$ cat src/rtl/async_park_arbiter.sv
module async_park_arbiter #(
  parameter int CNT_W = 2
) (
  input  logic             clk,
  input  logic             rst_n,
  input  logic             sched_en,
  input  logic             cfg_wr,
  input  logic             cfg_park_en,
  input  logic [CNT_W-1:0] cfg_park_cnt,
  input  logic             xact_done,
  input  logic             qh_hs,
  input  logic             qh_more,
  output logic             park_en,
  output logic [CNT_W-1:0] park_cnt,
  output logic             sched_active,
  output logic             advance,
  output logic             stay
);
  localparam int          EW       = CNT_W + 1;
  localparam [CNT_W-1:0]  CNT_RST  = {CNT_W{1'b1}};

  logic [CNT_W-1:0] run_cnt;
  logic [EW-1:0]    limit;
  logic [EW-1:0]    next_run;
  logic             take;

  assign sched_active = sched_en;
  assign take         = sched_en & xact_done;
  assign next_run     = EW'(run_cnt) + EW'(1);
  assign limit        = (!park_en || !qh_hs || park_cnt == '0) ? EW'(1) : EW'(park_cnt);
  assign advance      = take & (!qh_more | (next_run >= limit));
  assign stay         = take & ~advance;

  always_ff @(posedge clk) begin
    if (!rst_n) begin
      park_en  <= 1'b1;
      park_cnt <= CNT_RST;
    end else if (cfg_wr) begin
      park_en  <= cfg_park_en;
      park_cnt <= cfg_park_cnt;
    end
  end

  always_ff @(posedge clk) begin
    if (!rst_n || !sched_en || advance)
      run_cnt <= '0;
    else if (stay)
      run_cnt <= next_run[CNT_W-1:0];
  end
endmodule

$ cat config.mk
export PLATFORM = sky130hd
export DESIGN_NAME = async_park_arbiter
export DESIGN_NICKNAME = d
export VERILOG_FILES = /design/src/rtl/async_park_arbiter.sv
export SDC_FILE = /design/constraint.sdc
export NUM_CORES = 1
export LEC_CHECK = 0
export ABC_AREA = 1
export ABC_CLOCK_PERIOD_IN_PS = 1700
export CAP_MARGIN = 20
export CORE_AREA = 2 2 39 41
export DETAILED_ROUTE_END_ITERATION = 12
export DIE_AREA = 0 0 41 43
export PLACE_DENSITY = 0.63
export SETUP_SLACK_MARGIN = 0.4
export SYNTH_ARGS = -nofsm -noshare
export SYNTH_HDL_FRONTEND = slang
export SYNTH_SLANG_ARGS = --single-unit
$ cat constraint.sdc
create_clock -name clk -period 1.7 [get_ports clk]
set_clock_uncertainty 0.05 [all_clocks]
set_input_delay 0.34 -clock clk [delete_from_list [all_inputs] [get_ports clk]]
set_output_delay 0.34 -clock clk [all_outputs]
set_load 0.02 [all_outputs]
==> results.md, run 1 <==
* Status: complete, but fails checks
* Violated checks: negative setup slack
* CP max stage delay at 0.48 ns
* Cell Chain, Critical Path: nand3_2, fa_1, inv_1, nor2_2, nand2_2, nand2_2, nand2_2, inv_2, buf_6
* Antenna-violating nets left at 0
* Residual DRC at 0
* Clock Pin Slew Worst Setup and Hold Paths at 0.04 ns
* Final Max Tran Viols at 0
* Die Span Y at 43 µm
* Core Area at 0.001384 mm²
* Effective utilization at floorplan at 0.2441
* Sw Ratio at 0.2703
* Worst path slowest cell: fa_1
* CP Launch Type: flop
* Rows at 14
* Final std cells w/o fill at 94
* Post-place instance area at 595.6 µm²
* Largest net degree at the start of global routing at 6
* Max Clock Freq at 501.6 MHz
* CTS buffer count at 3
* Reg-to-reg endpoint: run_cnt[0]$_SDFFE_PP0P_
* Die width at 41 µm
* N_diodes at 0
* R2R Setup Slk at -0.02 ns
* Clock root buffer: clkbuf_4
* Finished layout cell area at 653.1 µm²
* Crit path buf inv count at 3
* Syn-to-layout area delta at 93.33%
* Worst Hold Endpoint: park_cnt[1]$_SDFFE_PN1P_
* Fin crit share at 1.173
* Post-synthesis sequential area ratio at 0.2963
* Max IR drop VDD at 0.4027 mV
* Final wirelength at 759 µm
* Initial antenna violation count at 0
* Clock share of power at 0.376
* Seq cells post-synth at 5
* Gr usage total at 0.1094
* Final setup violation count at 4
* Vias per cell at 4.138
* Post-DP HPWL at 573.1 µm
* RePlAce Congestion at 0.7576
* NetSw at 0.09945 mW
* YS warnings at 0
* Fin nets at 92
* Buffers on Ports at 15
* Total power at 0.3679 mW
* Worst Tran Pin Value at 0.1527 ns
* Leakage Power at 0.3392 nW
* Placed insts at 87
* Seq pwr share at 0.340
* Max Cap Violations at 0
* Minimum clock period at 1.994 ns
* Post-route setup slack at -0.2937 ns
* Share of layout cells above drive strength 1 at 0.5256
* Comb pwr share at 0.284
* Vias in the first global route at 327
* Post-synth cell types at 15
* HP Start: park_cnt[1]$_SDFFE_PN1P_
* Mapped Nets at 59
* Mapped Cells at 46
* Synth Area per Inst at 7.344 µm²
* GRT Residual Overflow at 0
* Internal power at 0.2685 mW
* CTS tree: done
* Pwr Density at 563.3 mW/mm²
* Most Frequent Cell on Critical Path: nand2_2
* Setup crit end kind: output port
* Syn Std Cell Area at 337.8 µm²
* CTS max path bufs at 2
* CP delay by family, top: adder cells
* Initial DRT Pass Iterations at 4
* Global-route wire length before repair at 1.221 mm
* Drt first-iter violations at 3
* Vias post-DR at 389
* Top Ports at 16
* Crit path from: park_en$_SDFFE_PN1P_
* Die ar. at 0.001763 mm²
* Unrepaired setup endpoints after global routing: yes
* Hold path depth at 3
* Worst r2r src: park_en$_SDFFE_PN1P_
* H-tree depth at 1
* R2R cell count at 12
* Slew HR at 0.8979
* Critical path type: reg2out
* Final Hold Fails at 0
* Hold Path Class: reg2reg
* Req. time, crit path at 1.31 ns
* Setup tns final at -0.6009 ns
* Clk sinks at 5
* Clock Latency Late Sink at 0.25 ns
* CP max FO at 3
* Wire length per cell at 8.074 µm
* CP arrival at 1.60 ns
[worst register-to-register path, delay by kind of cell (launching register included)]
family / cells / cell delay [ns]
and+or+nand+nor: 7 / 0.46
adders and majority gates: 1 / 0.42
buffers and inverters: 4 / 0.41
DFF: 1 / 0.34
[through the flow]
| stage | util | hold WS, ns | setup WS (ns) |
|---|---|---|---|
| 6_report | 0.4720 | 0.5204 | -0.2937 |
| 3_3_place_gp | 0.4304 | 0.5111 | -1.043 |
| 2_1_floorplan | - | 0.3734 | -0.02598 |
| 3_5_place_dp | 0.4304 | 0.5179 | -1.068 |
| 4_1_cts | 0.4584 | 0.5288 | -0.3253 |
| 5_1_grt | 0.4720 | 0.5422 | -0.4075 |
[placed cells by master, fill, tap and decap left out, types with 3 or more instances in the layout]
cell type        instances
buf_4                   11
nand2_1                  8
inv_1                    7
nand2_2                  7
clkdlybuf4s50_1          7
buf_6                    6
inv_2                    3
nand4_1                  3
clkbuf_4                 3
buf_2                    3
dfxtp_1                  3
[kinds of logic after synthesis]
group                      count (synthesis)  synth area share
DFF                                        5            0.2963
adders and majority gates                  3            0.1333
and+or+nand+nor                           25            0.3889
AOI/OAI and AO/OA                          2           0.04816
buffers and inverters                     11            0.1333
[repair_timing]
| action | CTS | global route |
|---|---|---|
| buffers inserted | 1 | 2 |
| hold buffers | 0 | 0 |
| endpoints found under the setup margin | 8 | 4 |
| pin swaps | 2 | 1 |
| gates resized for setup | 39 | 1 |
[state kept, by name, summed over array words and instances (netlist names)]
register / count
run_cnt: 2
park_en: 1
park_cnt: 2
[per-layer routing]
| metal | routed length, µm | vias up | global-route usage |
|---|---|---|---|
| met1 | 271 | 160 | 0.1222 |
| met3 | 59 | 5 | 0.03141 |
| met4 | 40 | 0 | 0.1200 |
| met5 | 0 | - | 0 |
| li1 | - | 209 | - |
| met2 | 388 | 15 | 0.1469 |
[how the worst max path moves through the flow]
stage	slack, ns	endpoint	cells after the start
after floorplan	-0.03	advance	8
after global placement	-1.04	advance	10
after detailed placement	-1.07	advance	10
after CTS	-0.33	advance	9
after global routing	-0.41	advance	9
final	-0.29	advance	9
[cells in the mapped netlist, drive strengths merged]
cell | instances | area share
a21oi | 1 | 0.026
o211ai | 1 | 0.022
ha | 2 | 0.074
fa | 1 | 0.059
nand2 | 15 | 0.19
inv | 10 | 0.11
buf | 1 | 0.022
nand4 | 3 | 0.056
dfxtp | 5 | 0.30
nand3 | 4 | 0.074
nor2 | 3 | 0.070
[power groups by stage]
| stage | combinational [mW] | clock, mW | sequential (mW) |
|---|---|---|---|
| after detailed placement | 0.102 | 0 | 0.127 |
| after CTS | 0.101 | 0.147 | 0.125 |
| after global placement | 0.101 | 0 | 0.127 |
| final | 0.105 | 0.138 | 0.125 |
| after floorplan | 0.0353 | 0 | 0.135 |
| after global routing | 0.115 | 0.150 | 0.125 |
[cell type report]
type | instances | area [µm²]
multi-input combinational | 30 | 207.7
clock buffer | 4 | 26.28
inverter | 10 | 37.54
tap | 16 | 20.02
timing repair buffer | 29 | 254.0
sequential | 5 | 107.6
fill | 154 | 730.7
(Power assumes the default switching activity.)
==> inputs of run 2 (changes only) <==
- MAX_ROUTING_LAYER: not set -> met4
- SLEW_MARGIN: not set -> 40
==> results.md, run 2 (synthesized netlist as in run 1, its figures left out) <==
* CTS max path bufs at 2 (unchanged)
* Max Clock Freq at 501.5 MHz (about the same)
* Pwr Density at 563.7 mW/mm² (about the same)
* Buffers on Ports at 15 (unchanged)
* Violated checks: negative setup slack
* Top Ports at 16 (unchanged)
* GRT Residual Overflow at 0 (unchanged)
* Max Cap Violations at 0 (unchanged)
* H-tree depth at 1 (unchanged)
* Post-route setup slack at -0.2941 ns (-0.0004260 ns)
* Vias post-DR at 389 (unchanged)
* Gr usage total at 0.1121 (+0.002702)
* Initial antenna violation count at 0 (unchanged)
* R2R Setup Slk at -0.02 ns (about the same)
* Hold path depth at 3 (unchanged)
* Vias per cell at 4.138 (unchanged)
* Final setup violation count at 4 (unchanged)
* R2R cell count at 12 (unchanged)
* Die ar. at 0.001763 mm² (unchanged)
* Antenna-violating nets left at 0 (unchanged)
* Slew HR at 0.8979 (about the same)
* Setup crit end kind: output port
* N_diodes at 0 (unchanged)
* Worst r2r src: park_en$_SDFFE_PN1P_
* Max IR drop VDD at 0.4028 mV (about the same)
* Status: complete, but fails checks
* Minimum clock period at 1.994 ns (+0.0004260 ns)
* Initial DRT Pass Iterations at 4 (unchanged)
* Share of layout cells above drive strength 1 at 0.5256 (unchanged)
* Die width at 41 µm (unchanged)
* Drt first-iter violations at 3 (unchanged)
* Clock root buffer: clkbuf_4
* RePlAce Congestion at 0.7676 (+1.3%)
* Worst hold slack at 0.5204 ns (unchanged)
* Clock Latency Late Sink at 0.25 ns (about the same)
* Fin nets at 92 (unchanged)
* Req. time, crit path at 1.31 ns (about the same)
* Effective utilization at floorplan at 0.2441 (unchanged)
* Commonest non-fill, non-tap cell in the layout: buf_4
* Unrepaired setup endpoints after global routing: yes
* Fin crit share at 1.173 (about the same)
* Critical path type: reg2out
* HP Start: park_cnt[1]$_SDFFE_PN1P_
* Rows at 14 (unchanged)
* Reg-to-reg endpoint: run_cnt[0]$_SDFFE_PP0P_
* Leakage Power at 0.3392 nW (unchanged)
* Syn-to-layout area delta at 93.33% (unchanged)
* Setup WS pre-CTS at -1.068 ns (unchanged)
* CP max FO at 3 (unchanged)
* Global-route wire length before repair at 1.221 mm (unchanged)
* Final wirelength at 759 µm (unchanged)
* Final Hold Fails at 0 (unchanged)
* Die Span Y at 43 µm (unchanged)
* Hold Path Class: reg2reg
* Clk sinks at 5 (unchanged)
* CTS tree: done
* Residual DRC at 0 (unchanged)
* CP arrival at 1.60 ns (about the same)
* Core Area at 0.001384 mm² (unchanged)
* CP Launch Type: flop
* CTS buffer count at 3 (unchanged)
* Final Max Tran Viols at 0 (unchanged)
* Clock Pin Slew Worst Setup and Hold Paths at 0.04 ns (about the same)
* Worst Tran Pin Value at 0.1527 ns (-0.000005484 ns)
* Wire length per cell at 8.074 µm (unchanged)
* Worst Hold Endpoint: park_cnt[1]$_SDFFE_PN1P_
* Utilization after layout at 0.4720 (unchanged)
* Most frequent cells in the layout: buf_4, nand2_1, inv_1, nand2_2, clkdlybuf4s50_1
* Largest net degree at the start of global routing at 6 (unchanged)
* Biggest regs: park_cnt: 2 flops, run_cnt: 2 flops, park_en: 1 flops
* Post-DP HPWL at 573.1 µm (unchanged)
* Vias in the first global route at 326 (-0.31%)
==> run 2: cell counts in the layout (fill, tap and decap cells not counted) <==
No cell type changed its count.
==> run 2: worst max path at each step <==
stage / from / to / slack [ns]
2_1_floorplan: park_en$_SDFFE_PN1P_ / advance / -0.03
3_3_place_gp: qh_hs / advance / -1.04
3_5_place_dp: qh_hs / advance / -1.07
4_1_cts: park_en$_SDFFE_PN1P_ / advance / -0.33
5_1_grt: park_en$_SDFFE_PN1P_ / advance / -0.41
6_report: park_en$_SDFFE_PN1P_ / advance / -0.29
==> run 2: power breakdown <==
group | internal [mW] | switching, mW | total [mW]
registers | 0.122 | 0.00285 | 0.125
clock network | 0.0888 | 0.0497 | 0.139
logic | 0.0575 | 0.0471 | 0.105
total | 0.268 | 0.0997 | 0.368
==> run 2: cell type report <==
cell class,instances,area (µm²)
flip-flops and latches,5,107.6
multi-input cells,30,207.7
repair buffers,29,254.0
inverters,10,37.54
clock buffers,4,26.28
well taps,16,20.02
fillers,154,730.7
==> run 2: routing by layer <==
layer | up-vias | global-route usage | share of wire
met4 | 0 | 0.1200 | 0.053
met2 | 15 | 0.1469 | 0.51
li1 | 209 | - | -
met3 | 5 | 0.03141 | 0.078
met5 | - | - | 0
met1 | 160 | 0.1222 | 0.36
==> run 2: stage by stage <==
step	power, mW	area (µm²)	std cells	setup TNS (ns)
finish	0.3682	653.1	94	-0.6018
floorplan	0.1702	350.3	46	-0.02598
global route	0.3913	653.1	94	-1.041
CTS	0.3729	634.4	92	-0.6216
detailed placement	0.2292	595.6	87	-3.138
global placement	0.2283	595.6	87	-3.049
==> run 2: critical path: stages, from the launching register on <==
cell	delay (ns)
dfxtp_4	0.34
nand3_2	0.07
fa_1	0.48
inv_1	0.04
nor2_2	0.08
nand2_2	0.08
nand2_2	0.07
nand2_2	0.05
inv_2	0.05
buf_6	0.10
==> run 2: timing repair <==
item                                    CTS  global route
buffers inserted                          1             2
gates resized for setup                  39             1
endpoints found under the setup margin    8             4
hold buffers                              0             0
gates cloned                              0             0
pin swaps                                 2             1
